File: src/rtl/surround_mixer.sv
module surround_mixer #(
  parameter int W = 16
) (
  input  logic                clk,
  input  logic                rst_n,
  input  logic signed [W-1:0] in_l,
  input  logic signed [W-1:0] in_r,
  input  logic signed [W-1:0] in_aux,
  input  logic signed [W-1:0] eff_ret,
  input  logic                diff_sel,
  input  logic                aux_sel,
  input  logic [1:0]          gain_sel,
  input  logic                right_inv,
  input  logic                front_mute,
  input  logic                aux_mute,
  output logic signed [W-1:0] eff_src,
  output logic signed [W-1:0] out_l,
  output logic signed [W-1:0] out_r,
  output logic signed [W-1:0] out_aux
);
  localparam int FRAC = 14;
  localparam int PW   = W + 17;
  localparam int SW   = W + 3;
  localparam logic signed [16:0] K_UP   = 17'sd23170;
  localparam logic signed [16:0] K_UNIT = 17'sd16384;
  localparam logic signed [16:0] K_DN   = 17'sd11585;
  localparam logic signed [SW-1:0] MAXV = {4'b0000, {(W-1){1'b1}}};
  localparam logic signed [SW-1:0] MINV = {4'b1111, {(W-1){1'b0}}};

  logic signed [W:0]    mix;
  logic signed [W-1:0]  src_n;
  logic signed [16:0]   k;
  logic signed [PW-1:0] prod, rnd;
  logic signed [SW-1:0] scaled, eff_g, sum_l, sum_r;

  assign mix   = diff_sel ? ({in_l[W-1], in_l} - {in_r[W-1], in_r})
                          : ({in_l[W-1], in_l} + {in_r[W-1], in_r});
  assign src_n = aux_sel ? in_aux : mix[W:1];

  always_comb begin
    case (gain_sel)
      2'd0:    k = K_UP;
      2'd1:    k = K_UNIT;
      default: k = K_DN;
    endcase
  end

  assign prod   = $signed({{17{eff_ret[W-1]}}, eff_ret}) * $signed({{W{k[16]}}, k});
  assign rnd    = prod + $signed({{(W+3){1'b0}}, 14'd8192});
  assign scaled = rnd[PW-1:FRAC];
  assign eff_g  = (gain_sel == 2'd3) ? '0 : scaled;

  assign sum_l = $signed({{3{in_l[W-1]}}, in_l}) + eff_g;
  assign sum_r = right_inv ? ($signed({{3{in_r[W-1]}}, in_r}) - eff_g)
                           : ($signed({{3{in_r[W-1]}}, in_r}) + eff_g);

  function automatic logic signed [W-1:0] clip(input logic signed [SW-1:0] x);
    if (x > MAXV)      clip = MAXV[W-1:0];
    else if (x < MINV) clip = MINV[W-1:0];
    else               clip = x[W-1:0];
  endfunction

  always_ff @(posedge clk) begin
    if (!rst_n) begin
      eff_src <= '0;
      out_l   <= '0;
      out_r   <= '0;
      out_aux <= '0;
    end else begin
      eff_src <= src_n;
      out_l   <= front_mute ? '0 : clip(sum_l);
      out_r   <= front_mute ? '0 : clip(sum_r);
      out_aux <= aux_mute ? '0 : eff_ret;
    end
  end

  assert_aux_source_R4: assert property (@(posedge clk) disable iff (!rst_n)
    aux_sel |=> eff_src == $past(in_aux));

  assert_gain_mute_R6: assert property (@(posedge clk) disable iff (!rst_n)
    (gain_sel == 2'd3 && !front_mute) |=> (out_l == $past(in_l) && out_r == $past(in_r)));

  assert_front_mute_R9: assert property (@(posedge clk) disable iff (!rst_n)
    front_mute |=> (out_l == '0 && out_r == '0));

  assert_aux_mute_R10: assert property (@(posedge clk) disable iff (!rst_n)
    aux_mute |=> out_aux == '0);

  assert_aux_pass_R10: assert property (@(posedge clk) disable iff (!rst_n)
    !aux_mute |=> out_aux == $past(eff_ret));

  assert_inphase_unit_R7: assert property (@(posedge clk) disable iff (!rst_n)
    (gain_sel == 2'd1 && !right_inv && !front_mute && eff_ret == '0)
      |=> (out_l == $past(in_l) && out_r == $past(in_r)));
endmodule

File: config.mk
export PLATFORM = sky130hd
export DESIGN_NAME = surround_mixer
export DESIGN_NICKNAME = d
export VERILOG_FILES = /design/src/rtl/surround_mixer.sv
export SDC_FILE = /design/constraint.sdc
export NUM_CORES = 1
export LEC_CHECK = 0
export BUFFER_PORTS_ARGS = -buffer_cell sky130_fd_sc_hd__buf_2
export CAP_MARGIN = 40
export CORE_AREA = 2 2 164 166
export CTS_CLUSTER_SIZE = 8
export DETAILED_ROUTE_END_ITERATION = 6
export DIE_AREA = 0 0 166 168
export GPL_TIMING_DRIVEN = 1
export PLACE_DENSITY_LB_ADDON = 0.05
export SYNTH_ARGS = -nofsm -noshare
export SYNTH_HDL_FRONTEND = slang
export SYNTH_SLANG_ARGS = --single-unit
File: constraint.sdc
create_clock -name clk -period 13.5 [get_ports clk]
set_input_delay 0.675 -clock clk [delete_from_list [all_inputs] [get_ports clk]]
set_output_delay 0.675 -clock clk [all_outputs]
set_load 0.1 [all_outputs]
* Word-level counts from Yosys, hierarchy flattened *
Index checks and enable logic that the tools add are counted.

storage, ports and cells
  flip-flop bits (word level) = 64

operators by class
  add/sub/neg operators = 6
  multipliers = 1
  magnitude comparators = 4
  eq/ne operators = 2
  multiplexer cells = 9
  bitwise logic cells = 1
  reduce and logical (&&, ||, !) cells = 5

operators with widths
  operator                                                         count
  2-to-1 mux 16 bit                                                3
  adder 16 x 19 -> 19 bit                                          2
  greater-than comparator 19 x 16 -> 1 bit, second input constant  2
  < comparator 19 x 16 -> 1 bit, second input constant             2
  2-to-1 mux 19 bit                                                2
  adder 33 x 15 -> 33 bit, second input constant                   1
  multiplier 16 x 16 -> 32 bit                                     1
  2-to-1 mux 15 bit                                                2
  one-hot mux 15 bit (2 select lines)                              1
  subtractor 16 x 19 -> 19 bit                                     1
  adder 16 x 16 -> 17 bit                                          1
  2-to-1 mux 17 bit                                                1
  subtractor 16 x 16 -> 17 bit                                     1
  OR reduction 3 bit                                               2
  OR reduction 2 bit                                               2
  == test 2 x 1 -> 1 bit, second input constant                    1
  == test 2 bit, second input constant                             1
  logical NOT 2 bit                                                1
  NOT 1 bit                                                        1

* Depth between registers and ports, before layout *
  depth in word-level cells = 10
  depth in mapped cells = 47

* Worst setup path before layout *
OpenSTA, ideal clock, no wires.

  kind = input to register
  start = in gain_sel[1]
  end = reg out_r[10]
  setup time = 122 ps
  arrival time = 10,255 ps
  setup slack = 3,123 ps
  cell stages on the path = 39
  cells stage by stage = clkbuf_1 -> buf_1 -> clkbuf_1 -> and2_1 -> fa_1 -> fa_1 -> fa_1 -> fa_1 -> fa_1 -> inv_1 -> fa_1 -> inv_1 -> ha_1 -> and2_1 -> clkbuf_1 -> nand3_1 -> o21ai_0 -> xor2_1 -> (+3 left out) -> nor4bb_1 -> and2_1 -> a31oi_1 -> xnor2_1 -> ha_1 -> a21o_1 -> a21o_1 -> a21oi_1 -> o211ai_1 -> a31o_2 -> a21oi_1 -> xnor2_1 -> xnor2_1 -> nand2_1 -> o32a_1 -> nand3_2 -> buf_2 -> o21ai_0

between the ends
  longest elaborated chain between the ends = 10
  elaborated cells between the ends (all ways) = 14
  those cells by class = add/sub (3); mul (1); order compare (2); eq/ne (2); mux (5); reduce/logical (1)

ends and longest elaborated chain
  element                                                                         line    text
  from (decl)                                                                     12      input logic [1:0] gain_sel,
  == test 2 x 1 -> 1 bit / logical NOT 2 bit (equally long branches)              41      case (gain_sel)
  one-hot mux 15 bit (2 select lines)                                             41
  multiplier 16 x 16 -> 32 bit                                                    48      assign prod = $signed({{17{eff_ret[W-1]}}, eff_ret}) * $signed({{W{k[16]}}, k});
  adder 33 x 15 -> 33 bit                                                         49      assign rnd = prod + $signed({{(W+3){1'b0}}, 14'd8192});
  2-to-1 mux 19 bit (*)                                                           51      assign eff_g = (gain_sel == 2'd3) ? '0 : scaled;
  adder 16 x 19 -> 19 bit / subtractor 16 x 19 -> 19 bit (equally long branches)  55, 54
  2-to-1 mux 19 bit (*)                                                           54      assign sum_r = right_inv ? ($signed({{3{in_r[W-1]}}, in_r}) - eff_g)
  < comparator 19 x 16 -> 1 bit                                                   59      else if (x < MINV) clip = MINV[W-1:0];
  2-to-1 mux 16 bit                                                               59
  2-to-1 mux 15 bit (*)                                                           58      if (x > MAXV) clip = MAXV[W-1:0];
  to (signal assigned)                                                            72      out_r <= front_mute ? '0 : clip(sum_r);
  to (decl)                                                                       18      output logic signed [W-1:0] out_r,

Every way passes the cells marked *; elsewhere a longest branch is shown, timed or not.
A chain may end at the register's enable or synchronous reset.

* Final worst setup path *
  start = in gain_sel[1]
  end = reg out_r[2]

Same word-level chain as after synthesis.

==> metrics.yaml <==
detailed_routing:
  drc: 0
  vias_per_cell: 5.418
  totalWireLength_um: 33970
  wl_per_cell_um: 17.28
  drt_iter0_drc: 467
  first_pass_iters: 4
  final_antenna_net_count: 0
  vias: 10650
placed_design:
  io_buffers: 136
  dpl.hpwl_um: 29250
  routabilityCongestion: 0.9196
critical_path:
  startpoint_type: "input pin"
  crit_path_max_fanout: 40
  critPathLaunch: "gain_sel[1]"
  worstPathRequired_ns: 13.76
  cpLargestDelayFamily: "adder cells"
  crit_top_cell: "fa_1"
  path_buf_inv: 1
  cp.arrival_ns: 12.12
  worstSetupEndpointType: "register"
  cp_slowest_stage_delay_ns: 0.74
  slowest_stage: "nor2_1"
  path_depth: 35
  crit_type: "in2reg"
global_routing:
  antenna_found_initial: 0
  gr-max-usage-layer: "met2"
  use_met1_pct: 30.34
  met3_usage_pct: 2.468
  grt_max_degree: 41
  grt_pass1_vias: 10650
  grt_pass1_wl_um: 55160
  met2_usage_pct: 44.07
  overflow: 0
  grt_use_total_pct: 24.69
yosys:
  synth_top_area_share_pct: 22.93
  synthCells: 1504
  synthArstFlopShare_pct: 0
  ys_seq_area_share_pct: 9.981
  synthDistinctLibCells: 79
  synth-main-ff-cell: "dfxtp_1"
  synth_area_per_cell_um2: 8.535
  ys_seq_elements: 64
  synth_edf_count: 0
  yosys.area.top_type: "fa_1"
  ys_warn_count: 0
  netlist_area_mm2: 0.01284
  synthTopCellsByArea: "fa_1, ha_1, dfxtp_1"
final_layout:
  n_antenna_cell: 0
  utilization_pct: 53.57
  drive_above_1_share_pct: 12.55
  synthToLayoutAreaGrowth_pct: 9.962
  fill_cells: 2524
  final_nets: 2001
clocking:
  postCtsSetupRepairBufs: 0
  cts_hold_buf: 0
  cts_buffer_depth: 2
  clock_sinks: 64
  cts_buffers: 9
  clk_pin_slew_ns: 0.06
  cts-htree-levels: 3
  cts_tree: "done"
  root_buffer: "clkbuf_16"
  cts_resized: 0
flow_run:
  max_cap_violations: 0
floorplanning:
  rows: 60
  die_h_um: 168
  placeableCoreArea_mm2: 0.02635
  dieWidth_um: 166
  dieArea_mm2: 0.02789
  num_io_pins: 137
  start_util_pct: 48.71
timing:
  rsz0062_at_grt: "false"
  hold_violations: 0
  finalCritPeriodShare_pct: 87.88
  slew_headroom_pct: 37.51
  final_period_minus_worst_setup_slack_ns: 11.86
  drv_slew: 0
  worst_pin_slew_ns: 0.9247
  hold-worst-slack_ns: 0.5757
  finalSetupTns_ns: 0
  max_freq_mhz: 84.29
  setup_viol: 0
worst_hold_path:
  min_path_type: "in2reg"
  hp-start: "in_aux[14]"
  hold_depth: 3
outcome:
  status: "finished clean"
-- per-stage QoR --
stage / setup slack (ns) / cells / cell area (um2)
final: 1.636 / 1966 / 14110
after CTS: 1.699 / 1966 / 14110
after global placement: 1.524 / 1949 / 13800
after detailed placement: 1.371 / 1950 / 13810
after global routing: 0.6575 / 1966 / 14110
after floorplan: 3.123 / 1522 / 12900
-- sequential cells by signal, indices dropped and copies added, names as in the netlist --
| signal | flops |
|---|---|
| out_aux | 16 |
| eff_src | 16 |
| out_l | 16 |
| out_r | 16 |
-- cell families (layout without fill, tap and decap cells) --
family                   Yosys count  count (layout)  synth area share [%]
AO/OA/AOI/OAI                    328             328                 17.08
XOR/XNOR                         108             108                 7.476
adder cells (fa/ha/maj)          308             308                 38.62
buffers and inverters            269             372                 8.100
flip-flops                        64              64                 9.981
multiplexers                      20              20                 1.794
other                              2              20               0.05851
AND/OR/NAND/NOR                  405             405                 16.89
-- cell usage after synthesis, types with 5 or more instances --
master and n:
buf_2 12, nor2_1 79, and2_1 73, o211ai_1 8, nor3b_1 6, a211o_1 5
a31oi_1 15, nor4_1 13, dfxtp_1 64, o21a_1 16, or4_1 6, ha_1 161
fa_1 147, xor2_1 29, or2_2 14, a21oi_1 72, nor2b_1 12, a21o_1 44
mux2_2 14, a31o_2 5, and3_1 5, mux2i_1 5, xnor2_1 78, o21ai_0 78
nand2_1 77, or3_1 10, inv_1 217, nand3_1 32, o21bai_1 8, a211oi_1 15
nand4_1 13, nor3_1 29, clkbuf_1 36, nand2b_1 15
-- cell type report --
cell class	count	area (um2)	share of cell area [%]
Multi-Input combinational cell	1189	10580	74.98
Sequential cell	64	1281	9.077
Inverter	217	814.5	5.771
Timing Repair Buffer	139	703.2	4.982
Tap cell	341	426.7	3.023
Clock buffer	10	239.0	1.693
Clock inverter	6	67.56	0.4787
-- per-layer routing --
metal,share of wire (%),wire length (um),up-vias
li1,-,-,5330
met1,43,14740,4951
met2,48,16460,296
met3,3.6,1233,74
met4,4.5,1536,0
met5,0,0,-
-- worst paths after layout --
check          end  slack, ns
max       out_r[2]       1.64
min    eff_src[14]       0.58
-- layout by cell type (no fill, tap or decap), types with 16 or more instances in the layout --
cell	instances
fa_1	147
and2_1	73
nand2_1	77
conb_1	20
nand3_1	32
nor3_1	29
o21ai_0	78
xor2_1	29
xnor2_1	78
nor2_1	79
dfxtp_1	64
o21a_1	16
buf_2	136
a21oi_1	72
a21o_1	44
ha_1	161
inv_1	217
Power is left out: the tool's default activity adds up to more than one toggle a clock period on the data nets, which glitch-free logic cannot reach.
